[src/rtl/sdram_guard_pkg.sv]
package sdram_guard_pkg;

    // Command codes; the numeric value is the bit position in the one-hot output.
    typedef enum logic [4:0] {
        CMD_NOP      = 5'd0,
        CMD_DESEL    = 5'd1,
        CMD_MRS      = 5'd2,
        CMD_EMRS     = 5'd3,
        CMD_ACT      = 5'd4,
        CMD_RD       = 5'd5,
        CMD_RDA      = 5'd6,
        CMD_WR       = 5'd7,
        CMD_WRA      = 5'd8,
        CMD_PRE      = 5'd9,
        CMD_PREA     = 5'd10,
        CMD_BST      = 5'd11,
        CMD_AREF     = 5'd12,
        CMD_SREF_IN  = 5'd13,
        CMD_PPD_IN   = 5'd14,
        CMD_APD_IN   = 5'd15,
        CMD_CKE_EXIT = 5'd16,
        CMD_CKE_HOLD = 5'd17
    } cmd_e;

    localparam int NCMD = 18;

    typedef enum logic [1:0] {
        BK_IDLE   = 2'd0,
        BK_OPEN   = 2'd1,
        BK_APLOCK = 2'd2
    } bank_st_e;

endpackage

[src/rtl/sdram_cmd_decode.sv]
module sdram_cmd_decode
    import sdram_guard_pkg::*;
(
    input  logic cke_prev,
    input  logic cke_cur,
    input  logic cs_n,
    input  logic ras_n,
    input  logic cas_n,
    input  logic we_n,
    input  logic ap_bit,
    input  logic ba_ext,
    input  logic any_active,
    output cmd_e cmd
);

    logic [2:0] rcw;
    assign rcw = {ras_n, cas_n, we_n};

    always_comb begin
        cmd = CMD_NOP;
        unique case ({cke_prev, cke_cur})
            2'b00: cmd = CMD_CKE_HOLD;
            2'b01: cmd = CMD_CKE_EXIT;
            2'b10: begin
                if (!cs_n && rcw == 3'b001)
                    cmd = CMD_SREF_IN;
                else if (any_active)
                    cmd = CMD_APD_IN;
                else
                    cmd = CMD_PPD_IN;
            end
            2'b11: begin
                if (cs_n) begin
                    cmd = CMD_DESEL;
                end else begin
                    unique case (rcw)
                        3'b111: cmd = CMD_NOP;
                        3'b011: cmd = CMD_ACT;
                        3'b101: cmd = ap_bit ? CMD_RDA : CMD_RD;
                        3'b100: cmd = ap_bit ? CMD_WRA : CMD_WR;
                        3'b010: cmd = ap_bit ? CMD_PREA : CMD_PRE;
                        3'b110: cmd = CMD_BST;
                        3'b001: cmd = CMD_AREF;
                        3'b000: cmd = ba_ext ? CMD_EMRS : CMD_MRS;
                        default: cmd = CMD_NOP;
                    endcase
                end
            end
            default: cmd = CMD_NOP;
        endcase
    end

endmodule

[src/rtl/sdram_bank_fsm.sv]
module sdram_bank_fsm
    import sdram_guard_pkg::*;
#(
    parameter int TIMER_W = 4,
    parameter int PRE_WIN = 3,
    parameter int RD_WIN  = 5,
    parameter int WR_WIN  = 8
) (
    input  logic clk,
    input  logic rst_n,
    input  cmd_e cmd,
    input  logic sel,
    output logic is_open,
    output logic is_locked,
    output logic is_ready
);

    // Counters load window-1 so that the bank is usable when the count reads zero.
    localparam logic [TIMER_W-1:0] PRE_LOAD = TIMER_W'(PRE_WIN - 1);
    localparam logic [TIMER_W-1:0] RD_LOAD  = TIMER_W'(RD_WIN - 1);
    localparam logic [TIMER_W-1:0] WR_LOAD  = TIMER_W'(WR_WIN - 1);
    localparam logic [TIMER_W-1:0] ONE      = TIMER_W'(1);

    bank_st_e          st_q, st_nx;
    logic [TIMER_W-1:0] tm_q, tm_nx;

    always_ff @(posedge clk) begin
        if (!rst_n) begin
            st_q <= BK_IDLE;
            tm_q <= '0;
        end else begin
            st_q <= st_nx;
            tm_q <= tm_nx;
        end
    end

    always_comb begin
        st_nx = st_q;
        tm_nx = tm_q;
        unique case (st_q)
            BK_IDLE: begin
                if (tm_q != '0)
                    tm_nx = tm_q - ONE;
                if (cmd == CMD_ACT && sel && tm_q == '0)
                    st_nx = BK_OPEN;
            end
            BK_OPEN: begin
                if ((cmd == CMD_PRE && sel) || cmd == CMD_PREA) begin
                    st_nx = BK_IDLE;
                    tm_nx = PRE_LOAD;
                end else if (cmd == CMD_RDA && sel) begin
                    st_nx = BK_APLOCK;
                    tm_nx = RD_LOAD;
                end else if (cmd == CMD_WRA && sel) begin
                    st_nx = BK_APLOCK;
                    tm_nx = WR_LOAD;
                end
            end
            BK_APLOCK: begin
                if (tm_q <= ONE) begin
                    st_nx = BK_IDLE;
                    tm_nx = '0;
                end else begin
                    tm_nx = tm_q - ONE;
                end
            end
            default: begin
                st_nx = BK_IDLE;
                tm_nx = '0;
            end
        endcase
    end

    always_comb begin
        is_open   = (st_q == BK_OPEN);
        is_locked = (st_q == BK_APLOCK);
        is_ready  = (st_q == BK_IDLE) && (tm_q == '0);
    end

endmodule

[src/rtl/sdram_cmd_guard.sv]
module sdram_cmd_guard
    import sdram_guard_pkg::*;
#(
    parameter int BA_W = 2,
    parameter int BL   = 4,
    parameter int TRP  = 3,
    parameter int TDPL = 2
) (
    input  logic                  clk,
    input  logic                  rst_n,
    input  logic                  cke_prev,
    input  logic                  cke_cur,
    input  logic                  cs_n,
    input  logic                  ras_n,
    input  logic                  cas_n,
    input  logic                  we_n,
    input  logic                  ap_bit,
    input  logic [BA_W-1:0]       ba,
    output logic [NCMD-1:0]       cmd_onehot,
    output logic                  viol,
    output logic [BA_W-1:0]       viol_bank,
    output logic [(2**BA_W)-1:0]  bank_open
);

    localparam int NBANK   = 2 ** BA_W;
    localparam int RD_WIN  = BL / 2 + TRP;
    localparam int WR_WIN  = BL / 2 + 1 + TDPL + TRP;
    localparam int TIMER_W = $clog2(WR_WIN + 1);

    cmd_e             cmd_now, cmd_q;
    logic [NBANK-1:0] sel, b_open, b_lock, b_ready;
    logic             any_active, viol_now, viol_q;
    logic [BA_W-1:0]  vbank_now, vbank_q;

    assign any_active = |(b_open | b_lock);

    sdram_cmd_decode u_dec (
        .cke_prev  (cke_prev),
        .cke_cur   (cke_cur),
        .cs_n      (cs_n),
        .ras_n     (ras_n),
        .cas_n     (cas_n),
        .we_n      (we_n),
        .ap_bit    (ap_bit),
        .ba_ext    (ba[0]),
        .any_active(any_active),
        .cmd       (cmd_now)
    );

    for (genvar i = 0; i < NBANK; i++) begin : g_bank
        assign sel[i] = (ba == BA_W'(i));
        sdram_bank_fsm #(
            .TIMER_W(TIMER_W),
            .PRE_WIN(TRP),
            .RD_WIN (RD_WIN),
            .WR_WIN (WR_WIN)
        ) u_bank (
            .clk      (clk),
            .rst_n    (rst_n),
            .cmd      (cmd_now),
            .sel      (sel[i]),
            .is_open  (b_open[i]),
            .is_locked(b_lock[i]),
            .is_ready (b_ready[i])
        );
    end

    // Rule check against the bank states before this edge updates them.
    always_comb begin
        viol_now  = 1'b0;
        vbank_now = ba;
        unique case (cmd_now)
            CMD_ACT:                       viol_now = !b_ready[ba];
            CMD_RD, CMD_RDA, CMD_WR, CMD_WRA: viol_now = !b_open[ba];
            CMD_PRE:                       viol_now = b_lock[ba];
            CMD_MRS, CMD_EMRS: begin
                viol_now  = !(&b_ready);
                vbank_now = '0;
            end
            default:                       viol_now = 1'b0;
        endcase
    end

    always_ff @(posedge clk) begin
        if (!rst_n) begin
            cmd_q   <= CMD_NOP;
            viol_q  <= 1'b0;
            vbank_q <= '0;
        end else begin
            cmd_q   <= cmd_now;
            viol_q  <= viol_now;
            vbank_q <= viol_now ? vbank_now : '0;
        end
    end

    for (genvar k = 0; k < NCMD; k++) begin : g_oh
        assign cmd_onehot[k] = (cmd_q == cmd_e'(k));
    end

    assign viol      = viol_q;
    assign viol_bank = vbank_q;
    assign bank_open = b_open;

endmodule

[config.mk]
export PLATFORM = sky130hd
export DESIGN_NAME = sdram_cmd_guard
export DESIGN_NICKNAME = d
export VERILOG_FILES = /design/src/rtl/sdram_guard_pkg.sv /design/src/rtl/sdram_cmd_decode.sv /design/src/rtl/sdram_bank_fsm.sv /design/src/rtl/sdram_cmd_guard.sv
export SDC_FILE = /design/constraint.sdc
export NUM_CORES = 1
export LEC_CHECK = 0
export BUFFER_PORTS_ARGS = -buffer_cell sky130_fd_sc_hd__clkbuf_2
export CORE_MARGIN = 2
export CORE_UTILIZATION = 63
export CTS_CLUSTER_DIAMETER = 150
export CTS_CLUSTER_SIZE = 12
export DETAILED_ROUTE_END_ITERATION = 8
export PLACE_DENSITY = 0.86
export SETUP_SLACK_MARGIN = 0.1
export SLEW_MARGIN = 10
export SYNTH_ARGS = -nofsm -noshare
export SYNTH_HDL_FRONTEND = slang
export SYNTH_SLANG_ARGS = --single-unit
[constraint.sdc]
create_clock -name clk -period 3.2 [get_ports clk]
set_clock_uncertainty 0.2 [all_clocks]
set_input_delay 0.32 -clock clk [delete_from_list [all_inputs] [get_ports clk]]
set_output_delay 0.32 -clock clk [all_outputs]
set_load 0.01 [all_outputs]
# Yosys cells after proc, flatten, opt, wreduce, memory -nomap -nowiden

Cells that the tools add are included.

Bits in registers: 32
Latch bits: 0
RAM bits: 0
ROM bits: 0
Bits of input ports: 11
Output and inout bits: 25
Word-level logic and storage cells: 212
Memories kept: 0

Add/subtract/negate cells: 4
Multiply operators: 0
Divide/modulo/power cells: 0
Order comparisons: 5
Equal/unequal tests: 63
Shift-type cells: 0
Mux-type cells: 64
Bitwise operators: 3
Reduce and logical (&&, ||, !) cells: 62

Operators by type and width:

| cell                  | count |
|---|---|
| $mux W4               | 21 |
| $eq A5 B4 Y1 const B  | 11 |
| $pmux W4 S3           | 4 |
| $mux W2               | 22 |
| $eq A5 B3 Y1 const B  | 8 |
| $pmux W5 S8           | 1 |
| $logic_and A1 B1 Y1   | 25 |
| $pmux W2 S3           | 4 |
| $eq A5 B2 Y1 const B  | 4 |
| $pmux W5 S4           | 1 |
| $eq A2 B2 Y1 const B  | 8 |
| $le A4 B1 Y1 const B  | 4 |
| $logic_not A4 Y1      | 4 |
| $ne A2 B1 Y1 const B  | 8 |
| $ne A4 B4 Y1 const B  | 4 |
| $reduce_bool A4 Y1    | 4 |
| $sub A4 B1 Y4 const B | 4 |
| $eq A2 B1 Y1 const B  | 6 |
| $eq A3 B3 Y1 const B  | 4 |
| $logic_not A2 Y1      | 6 |
| $reduce_and A3 Y1     | 4 |
| $reduce_or A4 Y1      | 3 |
| $eq A5 B5 Y1 const B  | 2 |
| $mux W5               | 2 |
| other kinds (17)      | 37 |

# Depth between registers and ports, before layout

Depth after elaboration: 12
Mapped depth: 8
Depth with buffers taken out: 8

# Hierarchy

Synthesis repeated with hierarchy kept, for this count alone.

Cells, all modules: 351
Area total of the unflattened synthesis: 2832.7 um^2

Modules (own cells, without submodules):

| module           | times used | cells each | area each (um^2) | sequential area each (um^2) |
|---|---|---|---|---|
| sdram_bank_fsm   | 4          | 58         | 489.2            | 120.1 |
| sdram_cmd_guard  | 1          | 88         | 660.6            | 160.2 |
| sdram_cmd_decode | 1          | 31         | 215.2            | 0.0 |

# Worst setup path after synthesis

OpenSTA, ideal clock, no wires.

Kind: input -> register
Start: in ras_n
End: reg vbank_q[0], in the netlist viol_bank[0]
Setup time: 125 ps
Arrival: 1822 ps
Setup slack: 1054 ps
Stages on the path: 7
Path buffers: 1
Path through: buf_2 -> a21boi_1 -> a2111oi_4 -> or2_2 -> o311a_1 -> a221oi_2 -> nor2_1

Cells in the longest elaborated chain, start to end: 9
Elaborated cells between the ends (all ways): 26
Classes of those cells: eq/ne: 15; mux: 5; bitwise: 1; reduce/logical: 5

Ends and longest elaborated chain:

| element                                              | RTL line                                       | text |
|---|---|---|
| from (decl)                                          | sdram_cmd_guard.sv:14                          | `input logic ras_n,` |
| $eq A3 B1 Y1 (tied with other cells)                 | sdram_cmd_decode.sv:25, sdram_cmd_decode.sv:36 |  |
| $pmux W5 S8 or $logic_and A1 B1 Y1 (tied branches)   | sdram_cmd_decode.sv:36, sdram_cmd_decode.sv:25 |  |
| $mux W5 (on tied branches)                           | sdram_cmd_decode.sv:33, sdram_cmd_decode.sv:25 |  |
| $pmux W5 S4 (*)                                      | sdram_cmd_decode.sv:21                         | `unique case ({cke_prev, cke_cur})` |
| $eq A5 B3 Y1 (tied with other cells)                 | sdram_cmd_guard.sv:72                          | `unique case (cmd_now)` |
| $reduce_or A4 Y1 or $reduce_or A2 Y1 (tied branches) | -                                              |  |
| $pmux W1 S4                                          | sdram_cmd_guard.sv:72                          |  |
| $not A1 Y1 (no source line)                          | -                                              |  |
| $reduce_or A4 Y1 (no source line) (*)                | -                                              |  |
| to (signal assigned)                                 | sdram_cmd_guard.sv:92                          | `vbank_q <= viol_now ? vbank_now : '0;` |
| to (decl)                                            | sdram_cmd_guard.sv:33                          | `logic [BA_W-1:0] vbank_now, vbank_q;` |

Every way passes the cells marked *; elsewhere a longest branch is shown, timed or not. The select of a mux whose other input is x is not followed.
A chain may end at the register's enable or synchronous reset.

# Worst setup path after layout

Start: reg g_bank[1].u_bank.st_q[0]
End: reg viol_q, in the netlist viol

Cells in the longest elaborated chain, start to end: 9
Elaborated cells between the ends (all ways): 30
Classes of those cells: eq/ne: 10; mux: 10; bitwise: 1; reduce/logical: 9

Ends and longest elaborated chain:

| element                                              | RTL line                                   | text |
|---|---|---|
| from (decl)                                          | sdram_bank_fsm.sv:24                       | `bank_st_e st_q, st_nx;` |
| from (signal assigned)                               | sdram_bank_fsm.sv:32                       | `st_q <= st_nx;` |
| $eq A2 B1 Y1 or $eq A2 B2 Y1 (tied branches)         | sdram_bank_fsm.sv:75, sdram_bank_fsm.sv:76 |  |
| $or A4 B4 Y4                                         | sdram_cmd_guard.sv:35                      | `assign any_active = \|(b_open \| b_lock);` |
| $reduce_or A4 Y1                                     | sdram_cmd_guard.sv:35                      |  |
| $mux W1                                              | sdram_cmd_decode.sv:27                     | `else if (any_active)` |
| $mux W5                                              | sdram_cmd_decode.sv:25                     | `if (!cs_n && rcw == 3'b001)` |
| $pmux W5 S4                                          | sdram_cmd_decode.sv:21                     |  |
| $eq A5 B3 Y1 (tied with other cells)                 | sdram_cmd_guard.sv:72                      |  |
| $reduce_or A4 Y1 or $reduce_or A2 Y1 (tied branches) | -                                          |  |
| $pmux W1 S4 (*)                                      | sdram_cmd_guard.sv:72                      |  |
| to (signal assigned)                                 | sdram_cmd_guard.sv:91                      | `viol_q <= viol_now;` |
| to (decl)                                            | sdram_cmd_guard.sv:32                      | `logic any_active, viol_now, viol_q;` |

Marked as above.

==> results.cfg <==
[clock_network]
ctsHoldBuffers = 0
cts_buffers = 5
cts_max_level = 2
clock-sinks = 32
cts_root_buffer = clkbuf_8
path_clk_slew_ns = 0.07
cts_resized = 0
post_cts_buffers = 0
tritoncts = yes
clk_latency_ns = 0.29
clockBufferDepth = 2

[sta]
hold_viol_final = 0
tightestPinTransition_ns = 0.7642
hold_ws_ns = 0.1380
setup-violations-final = 0
fmax_mhz = 407.7
maxSlewHeadroom = 0.4905
tns_ns = 0
post-route-period-util = 0.7665
slew_viol_final = 0
rsz0062_at_grt = no
min_period_ns = 2.453

[route]
ant_nets = 0
vias = 2644
drc = 0
avgViaCountPerCell = 6.149
drt_pre_antenna_iters = 4
wire_per_inst_um = 15.50
drt_wl_total_um = 6667
drt_iter0_markers = 141

[die]
fp.dieW_um = 70.57
core_area_mm2 = 0.004324
dieArea_mm2 = 0.004979
io-pin-count = 36
die-height_um = 70.57
initial_core_util = 0.6455
rows = 24

[power_and_ir_drop]
p_total_mw = 2.264
p_leak_nw = 1.309
vdd_drop_max_mv = 0.4108
power.density_mw_per_mm2 = 739.8

[grt]
grt_start_max_net_pins = 43
grt_pass1_wl_um = 11630
globalRouteTotalUtil = 0.2873
overflow = 0
antenna_found_initial = 0
grt_pass1_vias = 2506

[critical_path]
rr_worst_depth = 7
ff2ff_setup_slack_ns = 0.75
startpoint_type = register
worstPathCellList = inv_1, ha_1, nor4_1, a21oi_2, o311a_1, a221oi_2, nor2b_1
crit_path_top_delay_cell = nor4_1
critPathMaxFanout = 4
crit_path_end_kind = register
cpPeakStageDelay_ns = 0.42
worstSetupPathType = reg2reg
critPathRequiredTime_ns = 3.16
rr_endpoint = viol$_SDFF_PN0_
reg2reg_from = g_bank[1].u_bank.st_q[0]$_SDFFE_PN0P_
cp.arrival_ns = 2.41

[worst_hold_path]
hold_depth = 2
holdPathEnd = cmd_q[4]$_SDFF_PN0_
min_from = cke_prev
hold_class = in2reg

[finish]
fin_nets = 412
antenna_cells = 0
nFillCells = 349
stdcell_count = 430
final_area_mm2 = 0.003060
areaGrowthSynthToFinish_pct = 9.637
layout-drive-gt1-share = 0.1905

[synth]
synth_fa_ha_area_frac = 0.1076
synth_cell_type_count = 65
synth-simple-area-share = 0.2649
synth_warnings = 0
synth_compound_gate_area_share = 0.2896
syn_inst = 350
netlist_area_mm2 = 0.002791
synth_edf_count = 0
ys.flop_type = dfxtp_1
synth-seq-cells = 32
async_flop_share = 0
yosys.area.top_type = dfxtp_1
ys_seq_area_frac = 0.2295
synth_xor_area_frac = 0.003138
synthMuxAreaShare = 0.04213
syn_nets = 385
synth_area_leaders = dfxtp_1 23%, ha_1 11%, nor2_1 5.8%
yosysTopAreaCellShare = 0.2295
avgSynthCellArea_um2 = 7.976
synth_top_family_by_area = compound AO/OA/AOI/OAI gates

[status]
status = finished clean

[placement]
dp_hpwl_um = 5035
routabilityCongestion = 0.9104
place_area_mm2 = 0.002953
numPortBuffers = 35
placed_cells = 422

[run]
cap_violations = 0
## per-stage QoR
step                setup WS, ns    util
finish                    0.7473  0.7078
global route              0.6039  0.7078
CTS                       0.7504  0.7078
detailed placement        0.5726  0.6829
global placement          0.6452  0.6829
floorplan                  1.054       -
## how the worst max path moves through the flow
stage	from	endpoint	depth (start not counted)
after floorplan	ras_n	viol_bank[0]$_SDFF_PP0_	7
after CTS	g_bank[1].u_bank.st_q[0]$_SDFFE_PN0P_	viol$_SDFF_PN0_	7
after detailed placement	cas_n	g_bank[1].u_bank.st_q[1]$_SDFFE_PN0P_	8
after global routing	cas_n	g_bank[3].u_bank.tm_q[0]$_SDFFE_PN0P_	8
after global placement	cas_n	g_bank[3].u_bank.st_q[1]$_SDFFE_PN0P_	8
final	g_bank[1].u_bank.st_q[0]$_SDFFE_PN0P_	viol$_SDFF_PN0_	7
## registers in the layout, summed over array words and instances (netlist names)
register,flops
cmd_q,5
g_bank.u_bank.st_q,8
g_bank.u_bank.tm_q,16
viol,1
viol_bank,2
## Yosys cell counts (2+ instances only)
cell type / count
o2bb2ai_1: 3
mux2i_1: 5
inv_1: 25
o22ai_2: 4
nor3_2: 3
nor4_1: 5
nor3b_1: 6
a21o_1: 4
o22ai_1: 4
a41o_1: 3
buf_4: 5
nor2_1: 43
o21ai_0: 6
o211a_1: 4
clkbuf_1: 7
o31a_1: 4
ha_1: 24
mux4_2: 3
o21ai_1: 8
nand2b_1: 4
nor3_1: 10
a31oi_1: 4
buf_2: 3
a21boi_1: 10
a21oi_2: 2
nor2b_1: 7
o211ai_1: 4
a21boi_2: 4
nand2_1: 33
and2_1: 2
a41oi_1: 6
nand3_1: 14
and3_1: 3
a21oi_1: 16
dfxtp_1: 32
## placed cells by master (no fill, tap or decap), types with 2 or more instances in the layout
| cell type | instances |
|---|---|
| nor2b_1 | 7 |
| nor3b_1 | 6 |
| o211ai_1 | 4 |
| a31oi_1 | 4 |
| a21boi_2 | 4 |
| o211a_1 | 4 |
| o22ai_2 | 4 |
| dfxtp_1 | 32 |
| a21boi_1 | 10 |
| a21oi_1 | 16 |
| nand3_1 | 14 |
| a21oi_2 | 2 |
| a21o_1 | 4 |
| clkbuf_8 | 5 |
| o31a_1 | 4 |
| o2bb2ai_1 | 3 |
| mux2i_1 | 5 |
| mux4_2 | 3 |
| and2_1 | 2 |
| nor4_1 | 5 |
| nor3_1 | 10 |
| o22ai_1 | 4 |
| nand2_1 | 33 |
| a41o_1 | 3 |
| o21ai_1 | 8 |
| nor3_2 | 3 |
| nand2b_1 | 4 |
| nor2_1 | 43 |
| o21ai_0 | 6 |
| ha_1 | 24 |
| a41oi_1 | 6 |
| inv_1 | 25 |
| clkbuf_2 | 35 |
| and3_1 | 3 |
## kinds of logic after synthesis
logic type                 count (synthesis)
and+or+nand+nor                          144
AOI/OAI and AO/OA                        100
buffers and inverters                     41
DFF                                       32
adders and majority gates                 24
muxes                                      8
xor gates and xnor gates                   1
## cell type report
| class | count | area [µm²] | share of cell area |
|---|---|---|---|
| clock buffers | 6 | 72.57 | 0.02371 |
| flip-flops and latches | 32 | 640.6 | 0.2093 |
| inverters | 26 | 97.59 | 0.03189 |
| well taps | 52 | 65.06 | 0.02126 |
| multi-input cells | 277 | 1974 | 0.6451 |
| clock inverters | 2 | 35.03 | 0.01145 |
| repair buffers | 35 | 175.2 | 0.05724 |
## power breakdown
group,total [mW],switching (mW),internal [mW],leakage (nW)
sequential,0.627,0.119,0.508,0.264
clock,0.377,0.146,0.231,0.0552
combinational,1.26,0.717,0.543,0.990
## per-layer routing
| layer | vias up | part of all wire | track usage | routed length, µm |
|---|---|---|---|---|
| met4 | 0 | 0.022 | 0.1069 | 146 |
| li1 | 1322 | - | - | - |
| met2 | 95 | 0.49 | 0.4958 | 3255 |
| met5 | - | 0 | 0 | 0 |
| met1 | 1211 | 0.43 | 0.3548 | 2838 |
| met3 | 16 | 0.064 | 0.05983 | 427 |
## worst max-delay path: cells and delay by family (launching register included)
kind                       cells  cell delay, ns
AOI/OAI and AO/OA              3            0.83
and+or+nand+nor                2            0.51
DFF                            1            0.40
adders and majority gates      1            0.31
buffers and inverters          1            0.09
Note: power is estimated with default switching activity, not from simulation.
